$ cat src/rtl/clkctl_smb_pkg.sv
package clkctl_smb_pkg;

  localparam int unsigned REG_COUNT = 8;
  localparam logic [6:0]  DEV_ADDR7 = 7'h69;
  localparam logic [7:0]  ID_BYTE   = 8'h18;
  localparam logic [1:0]  CS_MATCH  = 2'b00;

  typedef enum logic [2:0] {
    ST_IDLE,
    ST_RX,
    ST_ACK,
    ST_TX,
    ST_HACK
  } smb_state_e;

  typedef enum logic [1:0] {
    RL_ADDR,
    RL_CMD,
    RL_CNT,
    RL_DATA
  } smb_role_e;

  // Reset value of register idx; the last register is the identification byte.
  function automatic logic [7:0] reg_default(int unsigned idx, int unsigned nreg);
    logic [7:0] v;
    if (idx == nreg - 1) begin
      v = ID_BYTE;
    end else begin
      case (idx)
        0:       v = 8'hFF;
        1:       v = 8'hFF;
        2:       v = 8'hEB;
        3:       v = 8'hAF;
        4:       v = 8'h03;
        5:       v = 8'h00;
        6:       v = 8'h10;
        default: v = 8'h00;
      endcase
    end
    return v;
  endfunction

endpackage

$ cat src/rtl/smb_sync_chain.sv
module smb_sync_chain #(
  parameter int           W       = 2,
  parameter int           STAGES  = 2,
  parameter logic [W-1:0] RST_VAL = '1
) (
  input  logic         clk,
  input  logic         rst_n,
  input  logic [W-1:0] d,
  output logic [W-1:0] q
);

  logic [W-1:0] stg [STAGES];

  generate
    for (genvar s = 0; s < STAGES; s++) begin : g_stage
      if (s == 0) begin : g_first
        always_ff @(posedge clk or negedge rst_n) begin
          if (!rst_n) stg[s] <= RST_VAL;
          else        stg[s] <= d;
        end
      end else begin : g_next
        always_ff @(posedge clk or negedge rst_n) begin
          if (!rst_n) stg[s] <= RST_VAL;
          else        stg[s] <= stg[s-1];
        end
      end
    end
  endgenerate

  assign q = stg[STAGES-1];

endmodule

$ cat src/rtl/smb_bus_events.sv
module smb_bus_events (
  input  logic clk,
  input  logic rst_n,
  input  logic scl_s,
  input  logic sda_s,
  output logic scl_rise,
  output logic scl_fall,
  output logic ev_start,
  output logic ev_stop
);

  logic scl_p;
  logic sda_p;

  always_ff @(posedge clk or negedge rst_n) begin
    if (!rst_n) begin
      scl_p <= 1'b1;
      sda_p <= 1'b1;
    end else begin
      scl_p <= scl_s;
      sda_p <= sda_s;
    end
  end

  assign scl_rise = scl_s & ~scl_p;
  assign scl_fall = ~scl_s & scl_p;
  // Data edges while the clock stays high frame a transaction.
  assign ev_start = scl_s & scl_p & sda_p & ~sda_s;
  assign ev_stop  = scl_s & scl_p & ~sda_p & sda_s;

endmodule

$ cat src/rtl/clkctl_regbank.sv
module clkctl_regbank
  import clkctl_smb_pkg::*;
#(
  parameter int unsigned NREG = REG_COUNT,
  parameter int          OFFW = 5
) (
  input  logic              clk,
  input  logic              rst_n,
  input  logic              wr_en,
  input  logic [OFFW-1:0]   wr_idx,
  input  logic [7:0]        wr_data,
  input  logic [OFFW-1:0]   rd_idx,
  output logic [7:0]        rd_byte,
  output logic [NREG*8-1:0] cfg_q
);

  generate
    for (genvar g = 0; g < NREG; g++) begin : g_reg
      if (g == NREG - 1) begin : g_ro
        // Identification byte: constant, writes never reach it.
        assign cfg_q[g*8 +: 8] = reg_default(g, NREG);
      end else begin : g_rw
        logic [7:0] val_q;
        logic       hit;
        assign hit = wr_en && (wr_idx == OFFW'(g));
        always_ff @(posedge clk or negedge rst_n) begin
          if (!rst_n)   val_q <= reg_default(g, NREG);
          else if (hit) val_q <= wr_data;
        end
        assign cfg_q[g*8 +: 8] = val_q;
      end
    end
  endgenerate

  // Offsets outside the bank read as zero.
  always_comb begin
    rd_byte = 8'h00;
    for (int i = 0; i < NREG; i++) begin
      if (rd_idx == OFFW'(i)) rd_byte = cfg_q[i*8 +: 8];
    end
  end

endmodule

$ cat src/rtl/clkctl_smb_slave.sv
module clkctl_smb_slave
  import clkctl_smb_pkg::*;
#(
  parameter int unsigned NREG        = REG_COUNT,
  parameter logic [6:0]  DEV_ADDR    = DEV_ADDR7,
  parameter int          SYNC_STAGES = 2
) (
  input  logic              clk,
  input  logic              rst_n,
  input  logic              scl_i,
  input  logic              sda_i,
  output logic              sda_oe,
  output logic [NREG*8-1:0] cfg_q
);

  localparam int              OFFW     = 5;
  localparam int              PTRW     = $clog2(NREG) + 1;
  localparam logic [PTRW-1:0] PTR_END  = PTRW'(NREG);
  localparam logic [7:0]      CNT_BYTE = 8'(NREG);

  // Reset: asserted at once, released on a clock edge.
  logic rst_meta;
  logic rst_q;
  always_ff @(posedge clk or negedge rst_n) begin
    if (!rst_n) begin
      rst_meta <= 1'b0;
      rst_q    <= 1'b0;
    end else begin
      rst_meta <= 1'b1;
      rst_q    <= rst_meta;
    end
  end

  // Bus line conditioning.
  logic [1:0] line_s;
  logic       scl_s;
  logic       sda_s;
  logic       scl_rise;
  logic       scl_fall;
  logic       ev_start;
  logic       ev_stop;

  smb_sync_chain #(.W(2), .STAGES(SYNC_STAGES), .RST_VAL(2'b11)) u_sync (
    .clk   (clk),
    .rst_n (rst_q),
    .d     ({scl_i, sda_i}),
    .q     (line_s)
  );
  assign scl_s = line_s[1];
  assign sda_s = line_s[0];

  smb_bus_events u_events (
    .clk      (clk),
    .rst_n    (rst_q),
    .scl_s    (scl_s),
    .sda_s    (sda_s),
    .scl_rise (scl_rise),
    .scl_fall (scl_fall),
    .ev_start (ev_start),
    .ev_stop  (ev_stop)
  );

  // Protocol state.
  smb_state_e      state_q,  n_state;
  smb_role_e       role_q,   n_role;
  logic [3:0]      bitcnt_q, n_bitcnt;
  logic [7:0]      rx_q,     n_rx;
  logic [7:0]      tx_q,     n_tx;
  logic            oe_q,     n_oe;
  logic            rd_q,     n_rd;
  logic            bmode_q,  n_bmode;
  logic [OFFW-1:0] off_q,    n_off;
  logic [PTRW-1:0] blk_q,    n_blk;
  logic            cntp_q,   n_cntp;
  logic            hack_q,   n_hack;
  logic            bdone_q,  n_bdone;

  logic            wr_en;
  logic [OFFW-1:0] wr_idx;
  logic [OFFW-1:0] rd_idx;
  logic [7:0]      rd_byte;
  logic [7:0]      tx_load;
  logic            load_tx;

  clkctl_regbank #(.NREG(NREG), .OFFW(OFFW)) u_bank (
    .clk     (clk),
    .rst_n   (rst_q),
    .wr_en   (wr_en),
    .wr_idx  (wr_idx),
    .wr_data (rx_q),
    .rd_idx  (rd_idx),
    .rd_byte (rd_byte),
    .cfg_q   (cfg_q)
  );

  assign rd_idx  = bmode_q ? off_q : OFFW'(blk_q);
  assign tx_load = cntp_q ? CNT_BYTE : rd_byte;

  always_comb begin
    n_state  = state_q;
    n_role   = role_q;
    n_bitcnt = bitcnt_q;
    n_rx     = rx_q;
    n_tx     = tx_q;
    n_oe     = oe_q;
    n_rd     = rd_q;
    n_bmode  = bmode_q;
    n_off    = off_q;
    n_blk    = blk_q;
    n_cntp   = cntp_q;
    n_hack   = hack_q;
    n_bdone  = bdone_q;
    wr_en    = 1'b0;
    wr_idx   = bmode_q ? off_q : OFFW'(blk_q);
    load_tx  = 1'b0;

    if (ev_stop) begin
      n_state = ST_IDLE;
      n_oe    = 1'b0;
    end else if (ev_start) begin
      n_state  = ST_RX;
      n_role   = RL_ADDR;
      n_bitcnt = 4'd0;
      n_oe     = 1'b0;
    end else begin
      case (state_q)
        ST_IDLE: ;
        ST_RX: begin
          if (scl_rise && bitcnt_q != 4'd8) begin
            n_rx     = {rx_q[6:0], sda_s};
            n_bitcnt = bitcnt_q + 4'd1;
          end else if (scl_fall && bitcnt_q == 4'd8) begin
            n_bitcnt = 4'd0;
            case (role_q)
              RL_ADDR: begin
                if (rx_q[7:1] == DEV_ADDR) begin
                  n_state = ST_ACK;
                  n_oe    = 1'b1;
                  n_rd    = rx_q[0];
                  n_role  = RL_CMD;
                  if (rx_q[0]) begin
                    n_blk  = '0;
                    n_cntp = ~bmode_q;
                  end
                end else begin
                  n_state = ST_IDLE;
                end
              end
              RL_CMD: begin
                if (rx_q[6:5] == CS_MATCH) begin
                  n_state = ST_ACK;
                  n_oe    = 1'b1;
                  n_bmode = rx_q[7];
                  n_off   = rx_q[OFFW-1:0];
                  n_blk   = '0;
                  n_bdone = 1'b0;
                  n_role  = rx_q[7] ? RL_DATA : RL_CNT;
                end else begin
                  n_state = ST_IDLE;
                end
              end
              RL_CNT: begin
                n_state = ST_ACK;
                n_oe    = 1'b1;
                n_role  = RL_DATA;
              end
              default: begin
                n_state = ST_ACK;
                n_oe    = 1'b1;
                if (bmode_q) begin
                  wr_en   = ~bdone_q;
                  n_bdone = 1'b1;
                end else begin
                  wr_en = 1'b1;
                  if (blk_q != PTR_END) n_blk = blk_q + PTRW'(1);
                end
              end
            endcase
          end
        end
        ST_ACK: begin
          if (scl_fall) begin
            if (rd_q) begin
              load_tx = 1'b1;
            end else begin
              n_state = ST_RX;
              n_oe    = 1'b0;
            end
          end
        end
        ST_TX: begin
          if (scl_fall) begin
            if (bitcnt_q == 4'd7) begin
              n_state  = ST_HACK;
              n_oe     = 1'b0;
              n_bitcnt = 4'd0;
            end else begin
              n_bitcnt = bitcnt_q + 4'd1;
              n_tx     = {tx_q[6:0], 1'b0};
              n_oe     = ~tx_q[6];
            end
          end
        end
        ST_HACK: begin
          if (scl_rise) begin
            n_hack = ~sda_s;
          end else if (scl_fall) begin
            if (hack_q) begin
              load_tx = 1'b1;
            end else begin
              n_state = ST_IDLE;
              n_oe    = 1'b0;
            end
          end
        end
        default: n_state = ST_IDLE;
      endcase
    end

    if (load_tx) begin
      n_state  = ST_TX;
      n_tx     = tx_load;
      n_oe     = ~tx_load[7];
      n_bitcnt = 4'd0;
      if (cntp_q) begin
        n_cntp = 1'b0;
      end else if (!bmode_q && blk_q != PTR_END) begin
        n_blk = blk_q + PTRW'(1);
      end
    end
  end

  always_ff @(posedge clk or negedge rst_q) begin
    if (!rst_q) begin
      state_q  <= ST_IDLE;
      role_q   <= RL_ADDR;
      bitcnt_q <= 4'd0;
      rx_q     <= 8'h00;
      tx_q     <= 8'h00;
      oe_q     <= 1'b0;
      rd_q     <= 1'b0;
      bmode_q  <= 1'b0;
      off_q    <= '0;
      blk_q    <= '0;
      cntp_q   <= 1'b0;
      hack_q   <= 1'b0;
      bdone_q  <= 1'b0;
    end else begin
      state_q  <= n_state;
      role_q   <= n_role;
      bitcnt_q <= n_bitcnt;
      rx_q     <= n_rx;
      tx_q     <= n_tx;
      oe_q     <= n_oe;
      rd_q     <= n_rd;
      bmode_q  <= n_bmode;
      off_q    <= n_off;
      blk_q    <= n_blk;
      cntp_q   <= n_cntp;
      hack_q   <= n_hack;
      bdone_q  <= n_bdone;
    end
  end

  assign sda_oe = oe_q;

endmodule

$ cat config.mk
export PLATFORM = sky130hd
export DESIGN_NAME = clkctl_smb_slave
export DESIGN_NICKNAME = d
export VERILOG_FILES = /design/src/rtl/clkctl_smb_pkg.sv /design/src/rtl/smb_sync_chain.sv /design/src/rtl/smb_bus_events.sv /design/src/rtl/clkctl_regbank.sv /design/src/rtl/clkctl_smb_slave.sv
export SDC_FILE = /design/constraint.sdc
export NUM_CORES = 1
export LEC_CHECK = 0
export BUFFER_PORTS_ARGS = -buffer_cell sky130_fd_sc_hd__buf_2
export CORE_MARGIN = 5
export CORE_UTILIZATION = 30
export DETAILED_ROUTE_END_ITERATION = 8
export PLACE_DENSITY = 0.5
export SLEW_MARGIN = 20
export SYNTH_ARGS = -nofsm -noshare
export SYNTH_HDL_FRONTEND = slang
export SYNTH_SLANG_ARGS = --single-unit
$ cat constraint.sdc
create_clock -name clk -period 7.1 [get_ports clk]
set_clock_uncertainty 0.05 [all_clocks]
set_input_delay 0.71 -clock clk [delete_from_list [all_inputs] [get_ports clk]]
set_output_delay 0.71 -clock clk [all_outputs]
set_load 0.02 [all_outputs]
==> flow_summary.ini <==
[cts]
ctsResizeCount = 0
htree_levels = 3
worst_skew_pair.late_latency_ns = 0.36
cts.sinks = 103
post-cts-setup-buffer-count = 0
cts_root_buffer = clkbuf_16
cts_tree = yes
cts_made_buffers = 9
clk_transition_reported_paths_ns = 0.08
ctsHoldBuffers = 0
clockBufferDepth = 2

[worst_setup_path]
cp_max_fo = 21
r2r_cells = 5
cp-start-kind = register
crit_path_start = bmode_q$_DFFE_PN0P_
ff2ff_setup_slack_ns = 4.02
crit_required_ns = 7.30
critical_path_class = register to register
r2r-end = u_bank.g_reg[5].g_rw.val_q[4]$_DFFE_PN0P_
crit_end = u_bank.g_reg[5].g_rw.val_q[4]$_DFFE_PN0P_
worstReg2RegStart = bmode_q$_DFFE_PN0P_
endpoint_kind = register
arrival_ns = 3.28

[cells_and_area]
final_cell_mix = 75 x mux2_2, 65 x dfrtp_1, 60 x buf_2, 37 x dfstp_2, 26 x nor2_1
multiInputGateArea_um2 = 2640
syn_to_final_growth_pct = 14.9
final_common_cell = mux2_2
insertedDiodeCount = 0
stdcell_count = 765
seq_area_um2 = 2630
nFillCells = 1821
nets = 543
layout-drive-gt1-share_pct = 39.7

[worst_hold_path]
hold_path.class = input pin to asynchronous set/reset pin

[logic_synthesis]
postSynth.asyncResetShare_pct = 100
synth-seq-cells = 103
synth_area_um2 = 5460
synth_cell_type_count = 63
synth_area_per_cell_um2 = 11.3
yosysWarnings = 0
synth-main-ff-cell = dfrtp_1
syn_inst = 485
yosysSeqAreaShare_pct = 48.1
synth_edf_count = 0

[sta]
finalHoldViolations = 0
setup_viol = 0
relSlewSlack_pct = 46.2
max_slew.worst_pin.slew_ns = 0.804
holdWs_ns = 0.0663
final.setup.tns_ns = 0
fin_crit_sh_pct = 43.4
timing.fmax_mhz = 325
period_minus_slack_ns = 3.08
drv_slew = 0
rsz0062_at_grt = false

[grt]
grt_antenna_before_repair = 0
grt_usage_pct = 15.5
grt_max_degree = 58
grt_pass1_vias = 4235
grt-ovfl-total = 0
grt_pass1_wl_mm = 24.6

[pwr]
p_leak_nw = 2.79
switchingPower_w = 0.000374
p_seq_share_pct = 51.9
p_clk_share_pct = 41.1
peakVddDrop_v = 0.000119
power_density_nw_per_um2 = 209
comb_power_share_pct = 7.0
sw_frac_of_total_pct = 28.5
power.internal_w = 0.000937

[die]
start_util_pct = 30.4
die_x_um = 145
dieArea_um2 = 21000
rows = 49
fp.dieH_um = 145
core_area_um2 = 18000
ios = 69

[placed_design]
place_inst = 749
dp_hpwl_mm = 10.8
io_buffers = 60
place.gp.congestion = 0.872

[routing]
via_per_inst = 5.38
routed_wl_mm = 15.4
drtIter0Drc = 248
drc = 0
antenna_left = 0
first_pass_iters = 5
vias = 4117
wl_per_cell_um = 20.2

[flow_run]
cap_violations = 0

[run_status]
outcome = finished clean
-- synth_stat cells (3+ instances only) --
| cell | number | area, um2 |
|---|---|---|
| o22ai_1 | 4 | 25.0 |
| buf_4 | 8 | 60.1 |
| mux2i_1 | 13 | 130 |
| and2_0 | 3 | 18.8 |
| nor2b_1 | 4 | 25.0 |
| nor3b_1 | 4 | 30.0 |
| o21a_1 | 3 | 22.5 |
| and2_1 | 4 | 25.0 |
| mux4_2 | 4 | 90.1 |
| inv_1 | 18 | 67.6 |
| o21ai_0 | 23 | 115 |
| o31ai_1 | 9 | 67.6 |
| or3b_2 | 3 | 26.3 |
| nand4_1 | 4 | 25.0 |
| clkbuf_1 | 21 | 78.8 |
| a31oi_1 | 3 | 18.8 |
| nor3_1 | 8 | 40.0 |
| a211o_1 | 5 | 43.8 |
| nand2b_1 | 3 | 18.8 |
| dfrtp_1 | 66 | 1650 |
| buf_2 | 4 | 20.0 |
| o32ai_1 | 3 | 26.3 |
| dfstp_2 | 37 | 972 |
| a211oi_1 | 5 | 37.5 |
| ha_1 | 8 | 100 |
| nand2_1 | 23 | 86.3 |
| o211ai_1 | 8 | 60.1 |
| nor2_1 | 26 | 97.6 |
| nor3_4 | 3 | 48.8 |
| mux2_2 | 75 | 845 |
| nand3_1 | 14 | 70.1 |
| a21oi_1 | 24 | 120 |
-- per-layer routing --
layer | wire length (um) | vias to the layer above | part of all wire [%] | track usage (%)
li1 | - | 1858 | - | -
met5 | 0 | - | 0 | 0
met3 | 762 | 21 | 4.9 | 3.78
met4 | 344 | 0 | 2.2 | 4.81
met2 | 7370 | 132 | 48 | 24.9
met1 | 6950 | 2106 | 45 | 20.6
-- worst max-delay path, stage by stage (launching register included) --
cell,delay (ns)
dfrtp_1,0.86
nor4bb_1,0.52
nor2_1,0.33
a211oi_1,0.52
nand3_2,0.30
mux2_2,0.37
-- cell type report --
type	instances	share of cell area (%)
clock inverter	7	1.60
timing repair buffer	63	5.15
multi-input combinational	336	42.1
sequential	103	41.9
inverter	18	1.08
tap	229	4.57
clock buffer	9	3.59
-- power groups by stage --
stage | clock network, W | registers (W) | logic, W
final | 0.000539 | 0.000680 | 0.0000922
after global routing | 0.000574 | 0.000685 | 0.000104
after CTS | 0.000554 | 0.000680 | 0.0000928
after detailed placement | 0 | 0.000691 | 0.0000925
after global placement | 0 | 0.000690 | 0.0000898
after floorplan | 0 | 0.000644 | 0.0000920
-- stage by stage --
step	total power, W	utilization, %	area (um2)	worst slack (ns)
floorplan	0.000736	-	5490	4.03
global placement	0.000780	33.1	5940	4.13
detailed placement	0.000783	33.1	5950	4.07
CTS	0.00133	34.9	6270	4.03
global route	0.00136	34.9	6270	3.88
finish	0.00131	34.9	6270	4.02
-- flip-flops by register name (all words and copies together) (netlist names) --
name                 count
u_bank.g.g_rw.val_q     56
rx_q                     8
tx_q                     7
off_q                    5
bitcnt_q                 4
blk_q                    4
state_q                  3
role_q                   2
u_sync.q                 2
u_sync.stg               2
bdone_q                  1
bmode_q                  1
cntp_q                   1
hack_q                   1
rd_q                     1
rst_meta                 1
rst_q                    1
sda_oe                   1
u_events.scl_p           1
u_events.sda_p           1
-- how the worst min path moves through the flow --
stage,from,end,slack [ns]
6_report,rst_n,rst_q$_DFF_PN0_,0.07
5_1_grt,rst_n,rst_q$_DFF_PN0_,0.05
4_1_cts,rst_n,rst_q$_DFF_PN0_,0.05
2_1_floorplan,rst_meta$_DFF_PN0_,rst_q$_DFF_PN0_,0.28
3_5_place_dp,rst_meta$_DFF_PN0_,rst_q$_DFF_PN0_,0.29
3_3_place_gp,rst_meta$_DFF_PN0_,rst_q$_DFF_PN0_,0.29
-- kinds of logic (layout without fill, tap and decap cells) --
logic type               Yosys count  after routing  share of synthesized area [%]
other                              2              9                          0.138
flip-flops                       103            103                           48.1
multiplexers                      94             94                           19.9
AND/OR/NAND/NOR                  119            119                           12.6
buffers and inverters             53             97                           4.29
XOR/XNOR                           2              2                          0.321
AO/OA/AOI/OAI                    104            104                           12.8
adder cells (fa/ha/maj)            8              8                           1.83
Note: power is estimated with default switching activity, not from simulation.
